File: src/rtl/rtc_tmr_pkg.sv
package rtc_tmr_pkg;
  localparam int ADDR_W   = 10;
  localparam int DATA_W   = 32;
  localparam int NUM_TGT  = 2;
  localparam int NUM_GRP  = 2;
  localparam int NUM_EVT  = 4;

  // register offsets
  localparam logic [ADDR_W-1:0] OFS_TGT_BASE = 10'h000; // stride 8: low, high
  localparam logic [ADDR_W-1:0] OFS_SNAPCTL  = 10'h010;
  localparam logic [ADDR_W-1:0] OFS_BUF0_LO  = 10'h014;
  localparam logic [ADDR_W-1:0] OFS_BUF0_HI  = 10'h018;
  localparam logic [ADDR_W-1:0] OFS_BUF1_LO  = 10'h01C;
  localparam logic [ADDR_W-1:0] OFS_BUF1_HI  = 10'h020;
  localparam logic [ADDR_W-1:0] OFS_GRP_BASE = 10'h028; // stride 16: raw, stat, ena, clr
  localparam logic [ADDR_W-1:0] OFS_IDENT    = 10'h3FC;

  localparam int BIT_SNAP_SW = 27;
  localparam int BIT_SEL_LSB = 28;
  localparam int BIT_TGT_EN  = 31;

  // raw/status/enable pair: [1] = wake (bit 31), [0] = overflow (bit 30)
  typedef logic [1:0] irq_pair_t;

  function automatic logic alarm_due(input logic en, input logic [63:0] cnt,
                                     input logic [63:0] tgt);
    return en && (cnt >= tgt);
  endfunction

  function automatic logic snap_due(input logic sw, input logic [NUM_EVT-1:0] sel,
                                    input logic [NUM_EVT-1:0] evt);
    return sw || (|(sel & evt));
  endfunction

  function automatic irq_pair_t raw_next(input irq_pair_t raw, input irq_pair_t set,
                                         input irq_pair_t clr);
    return (raw & ~clr) | set;
  endfunction

  function automatic logic [ADDR_W-1:0] tgt_ofs(input int idx, input int word);
    return OFS_TGT_BASE + ADDR_W'(idx * 8 + word * 4);
  endfunction

  function automatic logic [ADDR_W-1:0] grp_ofs(input int idx, input int word);
    return OFS_GRP_BASE + ADDR_W'(idx * 16 + word * 4);
  endfunction
endpackage

File: src/rtl/rtc_tmr_counter.sv
module rtc_tmr_counter #(
  parameter int CNT_W = 48,
  parameter logic [CNT_W-1:0] START = '0
) (
  input  logic             clk,
  input  logic             rst_n,
  output logic [CNT_W-1:0] cnt,
  output logic             at_max
);
  assign at_max = (cnt == {CNT_W{1'b1}});

  always_ff @(posedge clk) begin
    if (!rst_n) cnt <= START;
    else        cnt <= cnt + 1'b1;
  end
endmodule

File: src/rtl/rtc_tmr_alarm.sv
module rtc_tmr_alarm
  import rtc_tmr_pkg::*;
#(
  parameter int CNT_W = 48,
  localparam int HI_W = CNT_W - 32
) (
  input  logic             clk,
  input  logic             rst_n,
  input  logic [CNT_W-1:0] cnt,
  input  logic             wr_lo,
  input  logic             wr_hi,
  input  logic [31:0]      lo_data,
  input  logic [HI_W-1:0]  hi_data,
  input  logic             en_data,
  output logic [CNT_W-1:0] tgt,
  output logic             en,
  output logic             fire
);
  assign fire = alarm_due(en, 64'(cnt), 64'(tgt));

  always_ff @(posedge clk) begin
    if (!rst_n) begin
      tgt <= '0;
      en  <= 1'b0;
    end else begin
      if (wr_lo) tgt[31:0] <= lo_data;
      if (wr_hi) begin
        tgt[CNT_W-1:32] <= hi_data;
        en              <= en_data;
      end else if (fire) begin
        en <= 1'b0;
      end
    end
  end
endmodule

File: src/rtl/rtc_tmr_snap.sv
module rtc_tmr_snap
  import rtc_tmr_pkg::*;
#(
  parameter int CNT_W = 48
) (
  input  logic               clk,
  input  logic               rst_n,
  input  logic [CNT_W-1:0]   cnt,
  input  logic               sw_req,
  input  logic [NUM_EVT-1:0] sel,
  input  logic [NUM_EVT-1:0] evt,
  output logic               take,
  output logic [CNT_W-1:0]   buf0,
  output logic [CNT_W-1:0]   buf1
);
  assign take = snap_due(sw_req, sel, evt);

  always_ff @(posedge clk) begin
    if (!rst_n) begin
      buf0 <= '0;
      buf1 <= '0;
    end else if (take) begin
      buf1 <= buf0;
      buf0 <= cnt;
    end
  end
endmodule

File: src/rtl/rtc_tmr_irq_grp.sv
module rtc_tmr_irq_grp
  import rtc_tmr_pkg::*;
(
  input  logic      clk,
  input  logic      rst_n,
  input  irq_pair_t set,
  input  logic      wr_ena,
  input  logic      wr_clr,
  input  irq_pair_t wdata,
  output irq_pair_t raw,
  output irq_pair_t ena,
  output irq_pair_t status,
  output logic      irq
);
  irq_pair_t clr;

  assign clr    = wr_clr ? wdata : 2'b00;
  assign status = raw & ena;
  assign irq    = |status;

  always_ff @(posedge clk) begin
    if (!rst_n) begin
      raw <= '0;
      ena <= '0;
    end else begin
      raw <= raw_next(raw, set, clr);
      if (wr_ena) ena <= wdata;
    end
  end
endmodule

File: src/rtl/rtc_alarm_timer.sv
module rtc_alarm_timer
  import rtc_tmr_pkg::*;
#(
  parameter int CNT_W = 48,
  parameter logic [CNT_W-1:0] START = '0,
  parameter logic [30:0] IDENT_RST = 31'd36769936
) (
  input  logic              clk,
  input  logic              rst_n,
  input  logic              bus_wr,
  input  logic [ADDR_W-1:0] bus_addr,
  input  logic [DATA_W-1:0] bus_wdata,
  output logic [DATA_W-1:0] bus_rdata,
  input  logic              ev_regdma,
  input  logic              ev_xtal_up,
  input  logic              ev_cpu_stall,
  input  logic              ev_core_rst,
  output logic              irq_cpu,
  output logic              irq_copro
);
  localparam int HI_W = CNT_W - 32;
  localparam int PAD  = 31 - HI_W;

  // visible internal events
  logic [CNT_W-1:0]   cnt;
  logic               at_max;
  logic [NUM_TGT-1:0] tgt_en;
  logic [NUM_TGT-1:0] tgt_fire;
  logic [NUM_TGT-1:0] tgt_hi_wr;
  logic [CNT_W-1:0]   tgt_val [NUM_TGT];
  logic               snap_take;
  logic [CNT_W-1:0]   buf0, buf1;
  logic [NUM_EVT-1:0] snap_sel;
  logic [NUM_EVT-1:0] evt_vec;
  logic               snap_sw;
  irq_pair_t          irq_set;
  logic [NUM_GRP-1:0][1:0] grp_raw, grp_ena, grp_stat;
  logic [NUM_GRP-1:0] grp_irq;
  logic [31:0]        ident;

  assign evt_vec = {ev_core_rst, ev_cpu_stall, ev_xtal_up, ev_regdma};

  rtc_tmr_counter #(.CNT_W(CNT_W), .START(START)) u_cnt (
    .clk(clk), .rst_n(rst_n), .cnt(cnt), .at_max(at_max)
  );

  for (genvar i = 0; i < NUM_TGT; i++) begin : g_tgt
    logic wr_lo;
    assign wr_lo        = bus_wr && (bus_addr == tgt_ofs(i, 0));
    assign tgt_hi_wr[i] = bus_wr && (bus_addr == tgt_ofs(i, 1));
    rtc_tmr_alarm #(.CNT_W(CNT_W)) u_alarm (
      .clk(clk), .rst_n(rst_n), .cnt(cnt),
      .wr_lo(wr_lo), .wr_hi(tgt_hi_wr[i]),
      .lo_data(bus_wdata), .hi_data(bus_wdata[HI_W-1:0]),
      .en_data(bus_wdata[BIT_TGT_EN]),
      .tgt(tgt_val[i]), .en(tgt_en[i]), .fire(tgt_fire[i])
    );
  end

  // snapshot control
  logic snapctl_wr;
  assign snapctl_wr = bus_wr && (bus_addr == OFS_SNAPCTL);
  assign snap_sw    = snapctl_wr && bus_wdata[BIT_SNAP_SW];

  always_ff @(posedge clk) begin
    if (!rst_n)          snap_sel <= '0;
    else if (snapctl_wr) snap_sel <= bus_wdata[BIT_SEL_LSB +: NUM_EVT];
  end

  rtc_tmr_snap #(.CNT_W(CNT_W)) u_snap (
    .clk(clk), .rst_n(rst_n), .cnt(cnt), .sw_req(snap_sw),
    .sel(snap_sel), .evt(evt_vec), .take(snap_take), .buf0(buf0), .buf1(buf1)
  );

  // interrupt groups share one set vector
  assign irq_set = {|tgt_fire, at_max};

  for (genvar g = 0; g < NUM_GRP; g++) begin : g_grp
    logic wr_ena, wr_clr;
    assign wr_ena = bus_wr && (bus_addr == grp_ofs(g, 2));
    assign wr_clr = bus_wr && (bus_addr == grp_ofs(g, 3));
    rtc_tmr_irq_grp u_grp (
      .clk(clk), .rst_n(rst_n), .set(irq_set),
      .wr_ena(wr_ena), .wr_clr(wr_clr), .wdata(bus_wdata[31:30]),
      .raw(grp_raw[g]), .ena(grp_ena[g]), .status(grp_stat[g]), .irq(grp_irq[g])
    );
  end

  assign irq_cpu   = grp_irq[0];
  assign irq_copro = grp_irq[1];

  always_ff @(posedge clk) begin
    if (!rst_n)                                  ident <= {1'b0, IDENT_RST};
    else if (bus_wr && bus_addr == OFS_IDENT)    ident <= bus_wdata;
  end

  // read mux
  always_comb begin
    bus_rdata = '0;
    for (int i = 0; i < NUM_TGT; i++) begin
      if (bus_addr == tgt_ofs(i, 0)) bus_rdata = tgt_val[i][31:0];
      if (bus_addr == tgt_ofs(i, 1))
        bus_rdata = {tgt_en[i], {PAD{1'b0}}, tgt_val[i][CNT_W-1:32]};
    end
    for (int g = 0; g < NUM_GRP; g++) begin
      if (bus_addr == grp_ofs(g, 0)) bus_rdata = {grp_raw[g],  30'b0};
      if (bus_addr == grp_ofs(g, 1)) bus_rdata = {grp_stat[g], 30'b0};
      if (bus_addr == grp_ofs(g, 2)) bus_rdata = {grp_ena[g],  30'b0};
    end
    case (bus_addr)
      OFS_SNAPCTL: bus_rdata = {snap_sel, {BIT_SEL_LSB{1'b0}}};
      OFS_BUF0_LO: bus_rdata = buf0[31:0];
      OFS_BUF0_HI: bus_rdata = {{(32-HI_W){1'b0}}, buf0[CNT_W-1:32]};
      OFS_BUF1_LO: bus_rdata = buf1[31:0];
      OFS_BUF1_HI: bus_rdata = {{(32-HI_W){1'b0}}, buf1[CNT_W-1:32]};
      OFS_IDENT:   bus_rdata = ident;
      default: ;
    endcase
  end
endmodule

File: config.mk
export PLATFORM = sky130hd
export DESIGN_NAME = rtc_alarm_timer
export DESIGN_NICKNAME = d
export VERILOG_FILES = /design/src/rtl/rtc_tmr_pkg.sv /design/src/rtl/rtc_tmr_counter.sv /design/src/rtl/rtc_tmr_alarm.sv /design/src/rtl/rtc_tmr_snap.sv /design/src/rtl/rtc_tmr_irq_grp.sv /design/src/rtl/rtc_alarm_timer.sv
export SDC_FILE = /design/constraint.sdc
export NUM_CORES = 1
export LEC_CHECK = 0
export BUFFER_PORTS_ARGS = -buffer_cell sky130_fd_sc_hd__clkbuf_2
export CORE_MARGIN = 2
export CORE_UTILIZATION = 40
export CTS_CLUSTER_SIZE = 14
export DETAILED_ROUTE_END_ITERATION = 6
export PLACE_DENSITY_LB_ADDON = 0.1
export SLEW_MARGIN = 20
export SYNTH_ARGS = -nofsm -noshare
export SYNTH_HDL_FRONTEND = slang
export SYNTH_SLANG_ARGS = --single-unit
File: constraint.sdc
create_clock -name clk -period 3.1 [get_ports clk]
set_clock_uncertainty 0.05 [all_clocks]
set_input_delay 0.62 -clock clk [delete_from_list [all_inputs] [get_ports clk]]
set_output_delay 0.62 -clock clk [all_outputs]
set_load 0.005 [all_outputs]
==> Yosys cells after proc, flatten, opt, wreduce, memory -nomap -nowiden <==
Cells that the tools add are included.
{ "word_totals": {"ff_bits": 286, "word_cells": 83} }
{ "op_classes": {"add_sub_neg": 1, "magnitude_cmp": 2, "eq_ne": 18, "mux": 17, "bitwise_logic": 9, "reduce_logical": 21} }
{ "ops": {"columns": ["operator", "n"], "rows": [
  ["two-way mux 32 bit", 10],
  ["one-hot mux 32 bit (6 select lines)", 1],
  [">= comparator 48 bit", 2],
  ["== test 10 x 6 -> 1 bit, second input constant", 7],
  ["adder 48 x 1 -> 48 bit, second input constant", 1],
  ["== test 48 bit, second input constant", 1],
  ["== test 10 x 5 -> 1 bit, second input constant", 4],
  ["== test 10 x 4 -> 1 bit, second input constant", 2],
  ["== test 10 x 7 -> 1 bit, second input constant", 2],
  ["logical AND 1 bit", 13],
  ["== test 10 bit, second input constant", 1],
  ["== test 10 x 3 -> 1 bit, second input constant", 1],
  ["logical NOT 10 bit", 1],
  ["AND 2 bit", 4],
  ["OR reduction 2 bit", 3],
  ["AND 4 bit", 1],
  ["two-way mux 1 bit", 4],
  ["two-way mux 2 bit", 2],
  ["NOT 2 bit", 2],
  ["bitwise OR 2 bit", 2],
  ["nonzero test 2 bit", 2],
  ["OR reduction 4 bit", 1],
  ["logical OR 1 bit", 1]
]} }

==> Longest topological paths before layout <==
Gate-level depths: netlist (run 1).
{ "logic_depth": {"word_depth": 12, "mapped_depth": 9} }

==> By module <==
A second synthesis (run 1) with hierarchy kept.
{ "unflattened": {"cells_unflattened": 1715, "area_unflattened_um2": 15197.1} }
{ "by_module_without_submodules": {"columns": ["module", "n_inst", "cells_per_inst", "area_each_um2", "seq_area_each_um2"], "rows": [
  ["rtc_tmr_alarm", 2, 324, 3019.1, 980.9],
  ["rtc_tmr_snap", 1, 365, 3549.7, 1921.8],
  ["rtc_alarm_timer", 1, 407, 3049.2, 720.7],
  ["rtc_tmr_counter", 1, 261, 2232.1, 960.9],
  ["rtc_tmr_irq_grp", 2, 17, 163.9, 80.1]
]} }

==> Worst setup path after synthesis (run 1) <==
No wires, ideal clock.
{ "synth_timing": {"kind": "input to output", "from": "input port bus_addr[9]", "to": "output port bus_rdata[16]", "arrival_time_ns": 2.437, "t_required_ns": 2.430, "slack_ns": -0.007, "stages": 7, "path_cell_list": "nor4_2 -> nand3b_1 -> nor2_1 -> clkbuf_1 -> clkbuf_1 -> a22oi_1 -> o211ai_1"} }
{ "synth_between": {"elab_chain_cells": 12} }
{ "synth_rtl": {"columns": ["element", "line", "text"], "rows": [
  ["start, declared", "rtc_alarm_timer.sv:11", "input logic [ADDR_W-1:0] bus_addr,"],
  ["logical NOT 10 bit", "rtc_alarm_timer.sv:101", "if (bus_addr == tgt_ofs(i, 0)) bus_rdata = tgt_val[i][31:0];"],
  ["two-way mux 32 bit", "rtc_alarm_timer.sv:101", null],
  ["two-way mux 32 bit", "rtc_alarm_timer.sv:102", "if (bus_addr == tgt_ofs(i, 1))"],
  ["two-way mux 32 bit", "rtc_alarm_timer.sv:101", null],
  ["two-way mux 32 bit", "rtc_alarm_timer.sv:102", null],
  ["two-way mux 32 bit", "rtc_alarm_timer.sv:106", "if (bus_addr == grp_ofs(g, 0)) bus_rdata = {grp_raw[g], 30'b0};"],
  ["two-way mux 32 bit", "rtc_alarm_timer.sv:107", "if (bus_addr == grp_ofs(g, 1)) bus_rdata = {grp_stat[g], 30'b0};"],
  ["two-way mux 32 bit", "rtc_alarm_timer.sv:108", "if (bus_addr == grp_ofs(g, 2)) bus_rdata = {grp_ena[g], 30'b0};"],
  ["two-way mux 32 bit", "rtc_alarm_timer.sv:106", null],
  ["two-way mux 32 bit", "rtc_alarm_timer.sv:107", null],
  ["two-way mux 32 bit", "rtc_alarm_timer.sv:108", null],
  ["one-hot mux 32 bit (6 select lines) (*)", "rtc_alarm_timer.sv:110", "case (bus_addr)"],
  ["end, declared", "rtc_alarm_timer.sv:13", "output logic [DATA_W-1:0] bus_rdata,"]
]} }
Every way passes the cells marked *; elsewhere a longest branch is shown, timed or not.

==> Worst setup path in the final report (run 1) <==
{ "layout_timing": {"from": "input port bus_addr[0]", "to": "output port bus_rdata[11]"} }
The elaborated chain is that of the path after synthesis.

==> impl_metrics.sql, run 1 <==
INSERT INTO impl_metrics (metric_group, metric, value, unit) VALUES
('run_status', 'status', 'completed', ''),
('worst_setup_path', 'worst_setup_path_start_kind', 'input pin', ''),
('sta', 'hold_viol', '0', ''),
('yosys', 'synthesized_instance_count', '1790', ''),
('finish', 'layout_common_cells', 'nand2_1 (350), dfxtp_1 (286), a21boi_0 (142)', ''),
('flow_run', 'maxCapViolations', '0', ''),
('detailed_routing', 'avgViaCountPerCell', '5.32', ''),
('yosys', 'synthMuxAreaShare', '8.47', '%'),
('floorplan', 'die_w', '199', 'um'),
('worst_setup_path', 'r2r_slack', '0.20', 'ns'),
('sta', 'slew_violations', '0', ''),
('clocking', 'clock_path_buffers', '3', ''),
('yosys', 'synthDominantAreaCellType', 'dfxtp_1', ''),
('worst_setup_path', 'crit_fanout', '14', ''),
('sta', 'final_critical_path_setup_slack', '0.0844', 'ns'),
('placed_design', 'place_congestion', '0.861', ''),
('worst_setup_path', 'timing.critical_path.arrival', '2.35', 'ns'),
('worst_setup_path', 'timing.setup.critical_path_class', 'in -> out', ''),
('detailed_routing', 'firstDrtPassIters', '5', ''),
('pwr', 'power.static_leakage', '0.00720', 'uW'),
('finish', 'share_of_post_route_cells_with_drive_strength_above_1', '12.0', '%'),
('hold_path', 'hold_class', 'in -> reg', ''),
('yosys', 'synth_top_family_by_area', 'simple AND/OR/NAND/NOR gates', ''),
('pwr', 'power.density', '458', 'nW/um2'),
('clocking', 'clock_sink_count', '286', ''),
('sta', 'setup_total_negative_slack', '0', 'ns'),
('pwr', 'p_sw', '1820', 'uW'),
('yosys', 'synthDistinctLibCells', '60', ''),
('clocking', 'clkSlewWorstSetupHoldPaths', '0.05', 'ns'),
('floorplan', 'die_h', '199', 'um'),
('worst_setup_path', 'r2r_start', 'g_tgt[0].u_alarm.tgt[2]', ''),
('yosys', 'synth_compound_area_share', '16.8', '%'),
('yosys', 'synth-edff-count', '0', ''),
('yosys', 'synth-adder-area-share', '8.02', '%'),
('finish', 'num-nets-final', '2036', ''),
('finish', 'syn2layout_area_growth', '17.6', '%'),
('sta', 'rsz0062_at_grt', 'yes', ''),
('sta', 'max_freq', '0.332', 'GHz'),
('sta', 'setup-violations-final', '0', ''),
('worst_setup_path', 'worst-endpoint-required', '2.43', 'ns'),
('yosys', 'synth-warning-count', '0', ''),
('clocking', 'post_cts_hold_buffer_count', '0', ''),
('placed_design', 'placed_cells', '2362', ''),
('yosys', 'synth_nets', '1936', ''),
('placed_design', 'detailed_place_hpwl', '32.5', 'mm'),
('detailed_routing', 'ant_nets', '0', ''),
('clocking', 'clock_tree_from_tritoncts', 'yes', ''),
('finish', 'antennaDiodeCount', '0', ''),
('yosys', 'yosys.area_share.simple', '22.0', '%'),
('finish', 'final_cell_count_no_fill', '2425', ''),
('detailed_routing', 'initialDrtViolationCount', '793', ''),
('detailed_routing', 'detail_route.wl_per_cell', '19.5', 'um'),
('detailed_routing', 'via_count', '12900', ''),
('pwr', 'clock_power_share', '51.3', '%'),
('yosys', 'ys_async_sr_fraction', '0', '%'),
('global_routing', 'grt_first_pass_wirelength', '73.2', 'mm'),
('global_routing', 'grt_use_total', '24.3', '%'),
('pwr', 'combinationalPowerShare', '3.5', '%'),
('pwr', 'peakVddDrop', '346', 'uV'),
('pwr', 'internal-power', '6330', 'uW'),
('detailed_routing', 'drc', '0', ''),
('finish', 'fin_area', '17800', 'um2'),
('yosys', 'synthXorXnorAreaFrac', '1.91', '%'),
('clocking', 'cts_htree_levels', '2', ''),
('yosys', 'synth-main-ff-cell', 'dfxtp_1', ''),
('placed_design', 'portBuffers', '82', ''),
('detailed_routing', 'drt_wl_total', '47.3', 'mm'),
('floorplan', 'std_cell_rows', '71', ''),
('finish', 'layout_commonest_cell', 'nand2_1', ''),
('hold_path', 'hold_start', 'bus_wdata[21]', ''),
('floorplan', 'placeableCoreArea', '37500', 'um2');
## cells in the mapped netlist, types with 4 or more instances
library cell and instances:
and2_1 31, nor2b_1 109, mux2i_1 128, a22oi_1 9, dfxtp_1 286, nand2_1 350, o21ai_0 50, nand3b_1 4
inv_1 105, a22o_1 16, a221oi_1 38, a221o_1 12, nand4_1 21, nand3_1 50, buf_2 10, or4_1 5
xnor2_1 18, a21boi_0 142, ha_1 97, or3_1 16, a222oi_1 4, nor3_1 14, o21a_1 5, and4_1 10
clkbuf_1 82, a211oi_1 5, xor2_1 15, nor2_1 59, a21oi_1 42, a21o_1 7
## cell type report
| type | instances | area [um2] |
|---|---|---|
| clock inverter | 10 | 108 |
| tap | 511 | 639 |
| inverter | 106 | 398 |
| fill | 3753 | 19700 |
| timing repair buffer | 157 | 1140 |
| multi-input combinational | 1304 | 8720 |
| sequential | 286 | 5730 |
| clock buffer | 51 | 1060 |
## flip-flops by register name, indices dropped and copies added, names as in the netlist
name	cells
u_cnt.cnt	48
g_grp.u_grp.raw	4
g_grp.u_grp.ena	4
snap_sel	4
g_tgt.u_alarm.en	2
u_snap.buf1	48
u_snap.buf0	48
g_tgt.u_alarm.tgt	96
ident	32
## per-stage QoR
step | total power (uW) | hold slack (ns)
3_5_place_dp | 4040 | 0.410
3_3_place_gp | 4040 | 0.394
5_1_grt | 8410 | 0.283
4_1_cts | 8250 | 0.253
6_report | 8150 | 0.279
2_1_floorplan | 3910 | 0.382
## layer usage
metal | up-vias | global-route usage, % | wire length, um
li1 | 6375 | - | -
met2 | 299 | 40.1 | 21600
met4 | 0 | 7.60 | 1150
met3 | 80 | 3.54 | 2190
met1 | 6140 | 32.7 | 22400
met5 | - | 0 | 0
## worst paths after layout
check	to	depth (start not counted)
setup / recovery	bus_rdata[11]	9
hold / removal	ident[21]	3
setup reg to reg	g_grp[0].u_grp.raw[1]	10
hold reg to reg	ident[27]	2
## power groups by stage
stage	logic (uW)	clock network [uW]	registers (uW)
finish	281	4180	3680
global route	302	4430	3680
CTS	279	4280	3680
detailed placement	279	0	3770
global placement	278	0	3770
floorplan	143	0	3760
## what timing repair did
item | in CTS | in global routing
setup endpoints to repair | 0 | 14
gates resized for setup | 0 | 1
setup buffers | 0 | 2
## critical path, stage by stage
cell	delay [ns]
clkbuf_2	0.12
nor4_4	0.40
buf_4	0.18
nand2_1	0.08
nor2_2	0.20
buf_4	0.31
a221oi_1	0.16
nand3_1	0.13
clkbuf_2	0.12
## kinds of logic (layout without fill, tap and decap cells)
kind of cell,Yosys count,in the layout
AND/OR/NAND/NOR,694,694
AO/OA/AOI/OAI,352,352
flip-flops,286,286
buffers and inverters,200,324
multiplexers,128,128
adder cells (fa/ha/maj),97,97
XOR/XNOR,33,33
(Power assumes the default switching activity.)
==> run 2, diff against run 1 <==
==> constraint.sdc (replaced) <==
create_clock -name clk -period 2.5 [get_ports clk]
set_clock_uncertainty 0.05 [all_clocks]
set_input_delay 0.5 -clock clk [delete_from_list [all_inputs] [get_ports clk]]
set_output_delay 0.5 -clock clk [all_outputs]
set_load 0.005 [all_outputs]
==> run 2 against run 1 <==
Against the previous run: critical endpoint is now bus_rdata[31]; hold slack worse by 0.13 ns; the run now ends with negative setup slack left; sequential cell count unchanged; combinational power increased by 55%; highest routed layer unchanged; wire length rose by 5.7%; clock power grew 23%; cell count grew 6.4%; register-to-register slack lost 0.25 ns; via count up 5.2%; largest cell class unchanged; first-iteration DRC count is 6.3% higher.
==> impl_metrics.sql, run 2 (synthesis results as in run 1) <==
INSERT INTO impl_metrics (metric_group, metric, value, unit) VALUES
('global_routing', 'grt_remaining_overflow', '0', ''),
('sta', 'hold_viol', '0', ''),
('worst_setup_path', 'crit_top_cell', 'nand2_2', ''),
('sta', 'layout_worst_path_cycle_share', '105', '%'),
('finish', 'n_fill_cell', '3544', ''),
('sta', 'max_freq', '0.380', 'GHz'),
('clocking', 'clock_path_buffers', '3', ''),
('sta', 'rsz0062_at_grt', 'yes', ''),
('sta', 'final_critical_path_setup_slack', '-0.129', 'ns'),
('floorplan', 'placeableCoreArea', '37500', 'um2'),
('detailed_routing', 'via_count', '13600', ''),
('global_routing', 'grt_max_degree', '70', ''),
('pwr', 'peakVddDrop', '369', 'uV'),
('worst_setup_path', 'worst-endpoint-required', '1.95', 'ns'),
('global_routing', 'grt_pass1_vias', '12800', ''),
('detailed_routing', 'firstDrtPassIters', '7', ''),
('finish', 'multi_input_comb_area', '9130', 'um2'),
('detailed_routing', 'ant_nets', '0', ''),
('sta', 'setup-violations-final', '30', ''),
('detailed_routing', 'initialDrtViolationCount', '843', ''),
('finish', 'layout_common_cells', 'nand2_1 (337), dfxtp_1 (277), buf_4 (185)', ''),
('floorplan', 'pin_count', '83', ''),
('sta', 'max_slew_margin', '64.2', '%'),
('placed_design', 'place_congestion', '0.866', ''),
('sta', 'worst-slew-pin-transition', '0.538', 'ns'),
('detailed_routing', 'drc', '0', ''),
('placed_design', 'postPlaceCellArea', '17700', 'um2'),
('global_routing', 'grt_first_pass_wirelength', '75.3', 'mm'),
('global_routing', 'initial_antenna_violation_count', '0', ''),
('placed_design', 'detailed_place_hpwl', '34.8', 'mm'),
('run_status', 'status', 'finished with violations', ''),
('sta', 'slew_violations', '0', ''),
('floorplan', 'die_w', '199', 'um'),
('flow_run', 'maxCapViolations', '0', ''),
('clocking', 'clock_tree_from_tritoncts', 'yes', ''),
('pwr', 'power.static_leakage', '0.00823', 'uW'),
('clocking', 'clk_root_buffer_cell', 'clkbuf_16', ''),
('finish', 'antennaDiodeCount', '0', ''),
('finish', 'num-nets-final', '2190', ''),
('finish', 'share_of_post_route_cells_with_drive_strength_above_1', '22.1', '%'),
('worst_setup_path', 'crit_fanout', '4', ''),
('finish', 'layout_commonest_cell', 'nand2_1', ''),
('worst_setup_path', 'r2r_start', 'g_tgt[0].u_alarm.tgt[3]', ''),
('finish', 'registers.top_by_ff_count', 'g_tgt.u_alarm.tgt', ''),
('placed_design', 'preCtsSetupSlack', '-0.373', 'ns'),
('hold_path', 'hold_class', 'in -> reg', ''),
('finish', 'syn2layout_area_growth', '30.3', '%'),
('worst_setup_path', 'timing.setup.critical_path_class', 'in -> out', ''),
('finish', 'register_area', '5740', 'um2'),
('run_status', 'failed_checks', 'negative setup slack', ''),
('sta', 'final_period_minus_worst_setup_slack', '2.63', 'ns'),
('placed_design', 'portBuffers', '82', ''),
('finish', 'fin_area', '19700', 'um2'),
('global_routing', 'grt_use_total', '25.0', '%'),
('clocking', 'clkSlewWorstSetupHoldPaths', '0.06', 'ns'),
('worst_setup_path', 'critical_path.cell_chain', 'buf_8, nor4_4, nand3b_1, nor2_4, buf_6, nand2_2, nand2_2, a211oi_2, o221ai_1, buf_2', ''),
('floorplan', 'initial_utilization', '40.4', '%'),
('floorplan', 'std_cell_rows', '71', ''),
('detailed_routing', 'avgViaCountPerCell', '5.26', ''),
('worst_setup_path', 'crit_path_max_incr_delay', '0.32', 'ns'),
('clocking', 'number_of_buffers_created_by_cts', '36', ''),
('hold_path', 'hold_start', 'bus_wdata[20]', ''),
('worst_setup_path', 'worst_setup_path_start', 'bus_addr[0]', ''),
('worst_setup_path', 'worst_setup_path_end_kind', 'output pin', ''),
('detailed_routing', 'drt_wl_total', '50.0', 'mm'),
('clocking', 'cts_htree_levels', '2', ''),
('detailed_routing', 'detail_route.wl_per_cell', '19.4', 'um'),
('worst_setup_path', 'timing.critical_path.arrival', '2.08', 'ns'),
('floorplan', 'die_area', '39400', 'um2'),
('clocking', 'post_cts_hold_buffer_count', '0', ''),
('worst_setup_path', 'r2r_slack', '-0.05', 'ns'),
('pwr', 'power.density', '515', 'nW/um2'),
('clocking', 'clock_sink_count', '286', ''),
('clocking', 'clock_insertion_delay_worst_skew', '0.55', 'ns'),
('finish', 'flip_flop_count_of_the_largest_register_after_layout', '96', ''),
('floorplan', 'die_h', '199', 'um'),
('worst_setup_path', 'worst_setup_path_start_kind', 'input pin', ''),
('worst_setup_path', 'cell_with_the_largest_stage_delay_on_the_worst_path', 'nor4_4', '');
## run 2: path summary, 6_finish.rpt
check                                to  cells past startpoint
setup / recovery          bus_rdata[31]                     10
setup reg to reg  g_grp[0].u_grp.raw[1]                     10
hold / removal                ident[20]                      3
hold reg to reg               ident[10]                      2
## run 2: area by class of cell
type                            instances  area share, %
Timing Repair Buffer                  310           13.5
Sequential cell                       286           29.1
Multi-Input combinational cell       1304           46.3
Clock buffer                           55           5.49
Tap cell                              511           3.24
Clock inverter                          8          0.381
Inverter                              106           2.02
## run 2: power by group
part | leakage [uW] | total [uW] | internal (uW) | switching, uW
sequential | 0.00231 | 4570 | 4560 | 3.51
clock | 0.000570 | 5160 | 3090 | 2070
combinational | 0.00535 | 436 | 207 | 229
total | 0.00823 | 10200 | 7860 | 2310
## run 2: through the flow
stage / setup TNS, ns / utilization, % / total power (uW) / hold slack, ns / instances
floorplan: 0 / - / 4850 / 0.382 / 1790
global placement: -14.46 / 47.2 / 5040 / 0.399 / 2482
detailed placement: -16.85 / 47.2 / 5050 / 0.406 / 2482
CTS: -2.76 / 51.3 / 10200 / 0.133 / 2556
global route: -4.16 / 52.6 / 10500 / 0.147 / 2580
finish: -1.96 / 52.6 / 10200 / 0.153 / 2580
## run 2: critical path, delay by kind of cell
kind	cells	cell delay [ns]
buf+inv	3	0.40
compound gates	2	0.25
simple gates	5	0.91
## run 2: layer usage
layer	GRT usage [%]	routed length, um	vias up
met5	0	0	-
met1	34.7	23200	6456
met2	40.4	23000	334
li1	-	-	6711
met4	6.38	1010	0
met3	3.87	2770	63
## run 2: what timing repair did
item | 4_1_cts | 5_1_grt
gates cloned | 2 | 4
buffers inserted | 9 | 21
resized for setup | 54 | 97
endpoints found under the setup margin | 43 | 47
hold endpoints to repair | 0 | 0
pin swaps | 16 | 40
